**src/rtl/dws_pkg.sv**
```systemverilog
package dws_pkg;
   typedef enum logic [2:0] {
      ST_IDLE,
      ST_HDR,
      ST_RD,
      ST_CAP,
      ST_SND,
      ST_FIN
   } dws_state_e;

   localparam int HDR_LEN = 7;

   // header slot holding an opcode (slots 0, 3, 6)
   function automatic logic hdr_is_op(input logic [2:0] idx);
      return (idx == 3'd0) || (idx == 3'd3) || (idx == 3'd6);
   endfunction
endpackage

```
**src/rtl/dws_rst_timer.sv**
```systemverilog
module dws_rst_timer #(
   parameter int LO_CYC = 5000,
   parameter int HI_CYC = 5000
) (
   input  logic clk,
   input  logic rst_n,
   output logic panel_rst_n,
   output logic ready
);
   localparam int LIM = LO_CYC + HI_CYC;
   localparam int CW  = $clog2(LIM + 1);
   localparam logic [CW-1:0] LIM_V = CW'(LIM);
   localparam logic [CW-1:0] LO_V  = CW'(LO_CYC);

   logic [CW-1:0] cnt_q;

   always_ff @(posedge clk or negedge rst_n) begin
      if (!rst_n)
         cnt_q <= '0;
      else if (cnt_q != LIM_V)
         cnt_q <= cnt_q + 1'b1;
   end

   assign panel_rst_n = (cnt_q >= LO_V);
   assign ready       = (cnt_q == LIM_V);
endmodule

```
**src/rtl/dws_addr_gen.sv**
```systemverilog
module dws_addr_gen #(
   parameter int AW = 16,
   parameter int SW = 11
) (
   input  logic          clk,
   input  logic          rst_n,
   input  logic          load,
   input  logic [AW-1:0] base,
   input  logic [AW-1:0] stride,
   input  logic [8:0]    ncols,
   input  logic          rgb,
   input  logic          byte_adv,
   input  logic          row_adv,
   output logic [AW-1:0] addr,
   output logic          row_end
);
   logic [AW-1:0] row_base_q;
   logic [AW-1:0] stride_q;
   logic [SW-1:0] sidx_q;
   logic [SW-1:0] srclen_q;
   logic          rgb_q;
   logic [SW-1:0] step;

   // in colour mode the byte after channel 2 is alpha and is stepped over
   assign step    = (rgb_q && (sidx_q[1:0] == 2'd2)) ? SW'(2) : SW'(1);
   assign row_end = ((sidx_q + step) >= srclen_q);
   assign addr    = row_base_q + AW'(sidx_q);

   always_ff @(posedge clk or negedge rst_n) begin
      if (!rst_n) begin
         row_base_q <= '0;
         stride_q   <= '0;
         sidx_q     <= '0;
         srclen_q   <= '0;
         rgb_q      <= 1'b0;
      end else if (load) begin
         row_base_q <= base;
         stride_q   <= stride;
         sidx_q     <= '0;
         rgb_q      <= rgb;
         srclen_q   <= rgb ? (SW'(ncols) << 2) : (SW'(ncols) << 1);
      end else if (row_adv) begin
         row_base_q <= row_base_q + stride_q;
         sidx_q     <= '0;
      end else if (byte_adv) begin
         sidx_q <= sidx_q + step;
      end
   end
endmodule

```
**src/rtl/dws_pix_conv.sv**
```systemverilog
module dws_pix_conv #(
   parameter int CH_BITS = 6
) (
   input  logic       rgb,
   input  logic [7:0] din,
   output logic [7:0] dout
);
   generate
      if (CH_BITS == 8) begin : g_pass
         assign dout = din;
      end else begin : g_reduce
         localparam int SH = 8 - CH_BITS;
         assign dout = rgb ? (din >> SH) : din;
      end
   endgenerate
endmodule

```
**src/rtl/disp_win_seq.sv**
```systemverilog
module disp_win_seq #(
   parameter int         AW         = 16,
   parameter int         RST_LO_CYC = 5000,
   parameter int         RST_HI_CYC = 5000,
   parameter int         PANEL_H    = 128,
   parameter int         FLIP_SPAN  = 132,
   parameter int         CH_BITS    = 6,
   parameter logic [7:0] OP_ROW     = 8'h75,
   parameter logic [7:0] OP_COL     = 8'h15,
   parameter logic [7:0] OP_WR      = 8'h5C
) (
   input  logic          clk,
   input  logic          rst_n,
   input  logic          start,
   input  logic          rgb_mode,
   input  logic          flip,
   input  logic [7:0]    row_first,
   input  logic [7:0]    row_last,
   input  logic [7:0]    col_first,
   input  logic [7:0]    col_last,
   input  logic [AW-1:0] src_base,
   input  logic [AW-1:0] src_stride,
   output logic          rd_en,
   output logic [AW-1:0] rd_addr,
   input  logic [7:0]    rd_data,
   output logic          tx_valid,
   output logic [7:0]    tx_byte,
   input  logic          tx_ready,
   output logic          dc,
   output logic          panel_rst_n,
   output logic          busy,
   output logic          done
);
   import dws_pkg::*;

   localparam int         SW      = 11;
   localparam logic [7:0] ROW_OFS = 8'(FLIP_SPAN - PANEL_H);

   generate
      if (AW < SW) begin : g_bad_aw
         $error("AW must be at least 11");
      end
      if (CH_BITS < 1 || CH_BITS > 8) begin : g_bad_ch
         $error("CH_BITS must be 1..8");
      end
      if (FLIP_SPAN < PANEL_H) begin : g_bad_flip
         $error("FLIP_SPAN must not be below PANEL_H");
      end
      if (RST_LO_CYC < 1 || RST_HI_CYC < 1) begin : g_bad_rst
         $error("reset phases need at least one cycle");
      end
   endgenerate

   dws_state_e st_q;
   logic [2:0] hidx_q;
   logic [7:0] hr0_q, hr1_q, hc0_q, hc1_q;
   logic [7:0] rows_q, rowcnt_q;
   logic [7:0] pix_q;
   logic       rgb_q;
   logic       dc_q;

   logic       ready_pr;
   logic       accept;
   logic       want_dc;
   logic       presenting;
   logic       go;
   logic       row_end;
   logic       byte_adv, row_adv;
   logic [7:0] hdr_byte;
   logic [7:0] conv_byte;
   logic [7:0] ofs;
   logic [8:0] ncols;

   dws_rst_timer #(.LO_CYC(RST_LO_CYC), .HI_CYC(RST_HI_CYC)) u_rst (
      .clk         (clk),
      .rst_n       (rst_n),
      .panel_rst_n (panel_rst_n),
      .ready       (ready_pr)
   );

   assign ncols = {1'b0, col_last} - {1'b0, col_first} + 9'd1;
   assign go    = start && ready_pr && (st_q == ST_IDLE);

   dws_addr_gen #(.AW(AW), .SW(SW)) u_addr (
      .clk      (clk),
      .rst_n    (rst_n),
      .load     (go),
      .base     (src_base),
      .stride   (src_stride),
      .ncols    (ncols),
      .rgb      (rgb_mode),
      .byte_adv (byte_adv),
      .row_adv  (row_adv),
      .addr     (rd_addr),
      .row_end  (row_end)
   );

   dws_pix_conv #(.CH_BITS(CH_BITS)) u_conv (
      .rgb  (rgb_q),
      .din  (rd_data),
      .dout (conv_byte)
   );

   always_comb begin
      unique case (hidx_q)
         3'd0:    hdr_byte = OP_ROW;
         3'd1:    hdr_byte = hr0_q;
         3'd2:    hdr_byte = hr1_q;
         3'd3:    hdr_byte = OP_COL;
         3'd4:    hdr_byte = hc0_q;
         3'd5:    hdr_byte = hc1_q;
         default: hdr_byte = OP_WR;
      endcase
   end

   assign presenting = (st_q == ST_HDR) || (st_q == ST_SND);
   assign want_dc    = (st_q == ST_HDR) ? !hdr_is_op(hidx_q) : 1'b1;
   // a byte is only offered once the data/command line already matches it
   assign tx_valid   = presenting && (dc_q == want_dc);
   assign tx_byte    = (st_q == ST_HDR) ? hdr_byte : pix_q;
   assign accept     = tx_valid && tx_ready;
   assign dc         = dc_q;
   assign rd_en      = (st_q == ST_RD);
   assign busy       = (st_q != ST_IDLE);
   assign done       = (st_q == ST_FIN) && tx_ready;

   assign byte_adv = (st_q == ST_SND) && accept && !row_end;
   assign row_adv  = (st_q == ST_SND) && accept && row_end && (rowcnt_q != rows_q);
   assign ofs      = (rgb_mode && flip) ? ROW_OFS : 8'd0;

   always_ff @(posedge clk or negedge rst_n) begin
      if (!rst_n)
         dc_q <= 1'b1;
      else if (presenting && tx_ready)
         dc_q <= want_dc;
   end

   always_ff @(posedge clk or negedge rst_n) begin
      if (!rst_n) begin
         st_q     <= ST_IDLE;
         hidx_q   <= '0;
         hr0_q    <= '0;
         hr1_q    <= '0;
         hc0_q    <= '0;
         hc1_q    <= '0;
         rows_q   <= '0;
         rowcnt_q <= '0;
         pix_q    <= '0;
         rgb_q    <= 1'b0;
      end else begin
         unique case (st_q)
            ST_IDLE: if (go) begin
               hidx_q   <= '0;
               hr0_q    <= row_first + ofs;
               hr1_q    <= row_last + ofs;
               hc0_q    <= col_first;
               hc1_q    <= col_last;
               rows_q   <= row_last - row_first;
               rowcnt_q <= '0;
               rgb_q    <= rgb_mode;
               st_q     <= ST_HDR;
            end
            ST_HDR: if (accept) begin
               if (hidx_q == 3'(HDR_LEN - 1))
                  st_q <= ST_RD;
               else
                  hidx_q <= hidx_q + 3'd1;
            end
            ST_RD:  st_q <= ST_CAP;
            ST_CAP: begin
               pix_q <= conv_byte;
               st_q  <= ST_SND;
            end
            ST_SND: if (accept) begin
               if (!row_end) begin
                  st_q <= ST_RD;
               end else if (rowcnt_q == rows_q) begin
                  st_q <= ST_FIN;
               end else begin
                  rowcnt_q <= rowcnt_q + 8'd1;
                  st_q     <= ST_RD;
               end
            end
            ST_FIN: if (tx_ready) st_q <= ST_IDLE;
            default: st_q <= ST_IDLE;
         endcase
      end
   end
endmodule

```
**config.mk**
```make
export PLATFORM = sky130hd
export DESIGN_NAME = disp_win_seq
export DESIGN_NICKNAME = d
export VERILOG_FILES = /design/src/rtl/dws_pkg.sv /design/src/rtl/dws_rst_timer.sv /design/src/rtl/dws_addr_gen.sv /design/src/rtl/dws_pix_conv.sv /design/src/rtl/disp_win_seq.sv
export SDC_FILE = /design/constraint.sdc
export NUM_CORES = 1
export LEC_CHECK = 0
export BUFFER_PORTS_ARGS = -buffer_cell sky130_fd_sc_hd__buf_2
export CORE_MARGIN = 5
export CORE_UTILIZATION = 40
export CTS_CLUSTER_SIZE = 24
export DETAILED_ROUTE_END_ITERATION = 16
export SLEW_MARGIN = 10
export SYNTH_ARGS = -nofsm -noshare
export SYNTH_HDL_FRONTEND = slang
export SYNTH_SLANG_ARGS = --single-unit
```
**constraint.sdc**
```tcl
create_clock -name clk -period 6.02 [get_ports clk]
set_input_delay 0 -clock clk [delete_from_list [all_inputs] [get_ports clk]]
set_output_delay 0 -clock clk [all_outputs]
set_load 0.005 [all_outputs]
```
======== After elaboration in Yosys (flattened, before gate mapping) ========
Index checks and enable logic that the tools add are counted.
word-level totals
  register bits after elaboration ......... 133
  input bits .............................. 78
operators by class
  add/subtract/negate cells ............... 11
  magnitude comparators ................... 2
  eq/ne operators ......................... 25
  muxes and demuxes ....................... 29
  reductions and logical operators ........ 28
operators with widths
  operator                                                                               count
  8-bit 2-to-1 mux                                                                       6
  8-bit case mux with 6 select lines                                                     1
  11-bit 2-to-1 mux                                                                      4
  3-bit 2-to-1 mux                                                                       11
  16-bit 2-to-1 mux                                                                      2
  3-bit case mux with 6 select lines                                                     1
  16-bit by 11-bit adder with 16-bit output                                              1
  16-bit adder                                                                           1
  8-bit by 3-bit adder with 8-bit output                                                 2
  8-bit case mux with 2 select lines                                                     1
  3-bit equality test, second input constant                                             5
  14-bit by 1-bit adder with 14-bit output, second input constant                        1
  14-bit equality test, second input constant                                            1
  14-bit by 13-bit greater-or-equal comparator with 1-bit output, second input constant  1
  14-bit != test, second input constant                                                  1
  2-bit != test, second input constant                                                   7
  3-bit by 2-bit equality test with 1-bit output, second input constant                  4
  1-bit logical AND                                                                      12
  11-bit adder                                                                           1
  11-bit greater-or-equal comparator                                                     1
  5-bit AND reduction                                                                    2
  9-bit by 1-bit adder with 9-bit output, second input constant                          1
  8-bit by 8-bit subtractor with 9-bit output                                            1
  8-bit by 1-bit adder with 8-bit output, second input constant                          1
  18 further kinds                                                                       26

======== Depth between registers and ports, before layout ========
  depth after elaboration ................. 13
  gate-level depth with buffers ........... 19

======== By module ========
Synthesis repeated with hierarchy kept, for this count alone.
second synthesis, totals
  cell total of the unflattened synthesis .. 960
  area total of the unflattened synthesis .. 8879.8 µm²
modules (own cells, without submodules)
  module         instances  cells each  area each (µm²)
  disp_win_seq   1          461         4082.7
  dws_addr_gen   1          425         3968.8
  dws_rst_timer  1          65          709.4
  dws_pix_conv   1          9           118.9

======== Worst setup path before layout ========
Ideal clock, no wire load.
  kind .................................... reg2reg
  start point ............................. reg, netlist name rgb_q
  end point ............................... reg rowcnt_q[5]
  arrival ................................. 3.906 ns
  setup slack ............................. 1.992 ns
  stages on the path, launching flop included .. 19
  path buffers ............................ 3
  period minus slack after synthesis ...... 4.028 ns
  cells stage by stage .................... dfrtp_1 clkbuf_1 nand2_1 or2_2 inv_1 ha_1 a21oi_1 nor2_1 nand3_1 xnor2_1 ha_1 a21o_1 a211oi_1 a21o_1 a211o_1 clkbuf_1 clkbuf_1 nand2_1 a32o_1
RTL lines
  item                  RTL line             text
  end signal, assigned  disp_win_seq.sv:180  rowcnt_q <= rowcnt_q + 8'd1;
  end, declared         disp_win_seq.sv:57   logic [7:0] rows_q, rowcnt_q;

==> impl_results.md <==
* Outcome: completed
* Minimum clock period at 4.56 ns
* Mapped Cells at 1,017
* Worst hold path depth at 4
* Top_reg_cell synth: dfrtp_1
* Skew-Pair Late Insertion Delay at 0.43 ns
* Switching part of the total at 0.326
* Asr flop ratio synth at 1.00
* DP HPWL at 17,100 µm
* PwrDens at 236 nW/µm²
* Hold Crit Class: primary input to flop
* Clock Path Buffers at 2
* Worst slew margin at 0.347
* Worst Setup End Kind: flop
* First-pass detailed-route iteration total at 6
* Hold Violations, Final at 0
* Largest net degree at the start of global routing at 79
* CP required at 6.29 ns
* Post-Route Skew at 0.00880 ns
* Post-synth EDFFs at 0
* Slew at the pin closest to its max-slew limit at 0.980 ns
* WHS at 0.0216 ns
* Int Pwr at 1.72 mW
* Static Leakage at 5.39 nW
* Peak VDD IR at 168 µV
* Layout Utilization at 0.496
* Slew Limit Fails at 0
* Post-Place Cells at 1,370
* Avg WL per Cell at 16.1 µm
* Fillcell total at 2,053
* Footprint of the multi-input gates at 5040 µm²
* WL final at 23,800 µm
* Die H at 158 µm
* Post-synth net total at 1,171
* DRC Markers at 0
* Vias at 7,671
* First-pass GRT wire length at 38,600 µm
* Clock network power share at 0.385
* TritonCTS clock tree: built
* Sequential power share at 0.383
* Largest cells by area after synthesis: dfrtp_1 37%, ha_1 10%, nand2_1 8.1%
* Area Overhead vs Synth at 23.2%
* F_max at 219 MHz
* Initial Util at 0.403
* DR vias/cell at 5.19
* GRT Overall Usage at 0.195
* Register area share after synthesis at 0.375
* Syn Area/Cell at 8.59 µm²
* Post-CTS Setup Bufs at 0
* Clk sinks at 131
* Ant diodes at 0
* Period utilization at 0.758
* Fin area at 10,800 µm²
* DP Area at 9470 µm²
* Worst reg2reg path depth at 16
* Max_cap viols at 0
* Crit Path Category: flop to flop
* Post-Layout Cell Count at 1,477
* Yosys reg bits at 131
* Num rows at 54
* Die width at 158 µm
* I/O Buffers at 107
* Core box area at 21,700 µm²
* Setup TNS at 0 ns
* Overflow after GRT at 0
* Proportion of power drawn by combinational gates at 0.232
* ANT nets after route at 0
* Clock-pin slew on the worst setup and hold paths at 0.06 ns
* Number of global-route vias before repair at 7,553
* Final setup viols at 0
* Pre-CTS WS at 1.50 ns
* Cell variety after synth at 64
* Final worst setup slack at 1.46 ns
* Startpoint Class: flop
* IO Pins at 108
* Initial antenna violation count at 0
* Die area at 24,900 µm²
* CTS resizes at 0
* Share of layout cells above drive strength 1 at 0.134
* Post-synth top area cell: dfrtp_1
* Synth Warn # at 0
* FF+latch area at 3280 µm²
* Initial DRC Count at 440
* Final net count at 1,338
* H-tree levels at 4
* Worst-path maximum fanout at 27
* RD Place Congestion at 0.826
* Net load switching power at 0.830 mW
* Total power at 2.55 mW
* Crit path DAT at 4.84 ns
* RSZ-0062 raised after global routing: no
* CTS buffer count at 17
* Post-synth top area share at 0.372
* CTS root buf: clkbuf_16
* Cell area after synthesis at 8740 µm²
-- critical path: stages (launching register included) --
cell      delay (ns)
dfrtp_1         0.64
nand2_1         0.08
or2_2           0.29
inv_1           0.06
ha_1            0.15
a21oi_1         0.09
nor2_1          0.38
nand3_1         0.15
xnor2_1         0.24
ha_1            0.29
a21o_1          0.20
a211oi_1        0.48
a21o_1          0.22
a211o_1         0.71
a31oi_1         0.13
xnor2_1         0.19
a21oi_1         0.08
-- final cells by class --
type,instances,area share
clock buffer,17,0.0395
multi-input combinational,790,0.468
sequential,131,0.305
timing repair buffer,187,0.124
clock inverter,15,0.0116
inverter,57,0.0199
tap,280,0.0325
-- power groups by stage --
stage / sequential [mW] / clock (mW) / combinational (mW)
2_1_floorplan: 0.973 / 0 / 0.345
3_3_place_gp: 0.988 / 0 / 0.548
3_5_place_dp: 0.989 / 0 / 0.554
4_1_cts: 0.974 / 0.998 / 0.595
5_1_grt: 0.981 / 1.04 / 0.671
6_report: 0.976 / 0.979 / 0.590
-- cells in the final DEF (no fill, tap or decap), types with 5 or more instances in the layout --
| cell | count |
|---|---|
| dfrtp_1 | 130 |
| mux2i_1 | 19 |
| a21oi_1 | 66 |
| a221oi_1 | 6 |
| clkbuf_16 | 17 |
| o21a_1 | 12 |
| inv_6 | 6 |
| a21o_1 | 13 |
| buf_4 | 5 |
| or3_1 | 9 |
| a211oi_1 | 8 |
| xor2_1 | 24 |
| dlygate4sd3_1 | 75 |
| and2_1 | 5 |
| nand4_1 | 11 |
| o21ai_0 | 78 |
| nor2b_1 | 15 |
| inv_1 | 57 |
| o21ai_1 | 13 |
| nor3_1 | 13 |
| and3_1 | 13 |
| ha_1 | 72 |
| o21bai_1 | 7 |
| nand2_1 | 189 |
| nand2b_1 | 7 |
| buf_2 | 106 |
| nand3_1 | 30 |
| xnor2_1 | 47 |
| nor2_1 | 61 |
-- logic make-up (layout without fill, tap and decap cells) --
group | after synthesis | count (layout) | share of synthesized area
compound gates | 244 | 244 | 0.170
fa+ha+maj | 76 | 76 | 0.112
xor+xnor | 71 | 71 | 0.0712
buf+inv | 96 | 276 | 0.0483
mux | 22 | 22 | 0.0256
flops | 131 | 131 | 0.375
simple gates | 377 | 377 | 0.197
-- sequential cells by signal, summed over array words and instances, names as in the netlist --
signal             cells
dc                     1
hc0_q                  8
hc1_q                  8
hidx_q                 3
hr0_q                  8
hr1_q                  8
pix_q                  8
rgb_q                  1
rowcnt_q               8
rows_q                 8
st_q                   3
u_addr.row_base_q     16
u_addr.sidx_q         11
u_addr.srclen_q       10
u_addr.stride_q       16
u_rst.cnt_q           14
-- worst paths after layout --
| check | start | to | slack (ns) |
|---|---|---|---|
| max in group asynchronous | rst_n | u_rst.cnt_q[7] | 4.50 |
| hold reg to reg | hr0_q[3] | hr0_q[3] | 0.47 |
| setup / recovery | rgb_q | u_addr.row_base_q[15] | 1.46 |
| hold / removal | row_first[5] | hr0_q[6] | 0.02 |
| min in group asynchronous | rst_n | u_addr.row_base_q[1] | 0.11 |
| setup reg to reg | rgb_q | u_addr.row_base_q[15] | 1.46 |
-- metal layers --
layer / GRT usage / vias up / share of wire
li1: - / 3873 / -
met1: 0.267 / 3563 / 0.46
met2: 0.314 / 194 / 0.46
met3: 0.0342 / 41 / 0.051
met4: 0.0655 / 0 / 0.027
met5: 0 / - / 0
-- synthesized netlist by cell type (4+ instances only) --
library cell and n:
o21bai_1 7, nand3_1 30, xnor2_1 47, and2_1 5
nand2_1 189, nand3b_1 4, buf_2 7, inv_1 57
nor3_1 13, dfrtp_1 130, a211oi_1 8, xor2_1 24
buf_6 7, or3_1 9, a31oi_1 4, nand4_1 11
nand2b_1 7, a221oi_1 6, clkbuf_1 25, o21ai_0 78
o21ai_1 13, and3_1 13, or2_2 4, mux2i_1 19
nor2_1 61, nor2b_1 15, fa_1 4, a211o_1 4
a21o_1 13, o21a_1 12, ha_1 72, a21oi_1 66
-- repair_timing --
| item | CTS | global route |
|---|---|---|
| hold buffers | 75 | 0 |
| endpoints found under the hold margin | 129 | 0 |
| endpoints found under the setup margin | 0 | 0 |
Power figures use the tool's default switching activity.
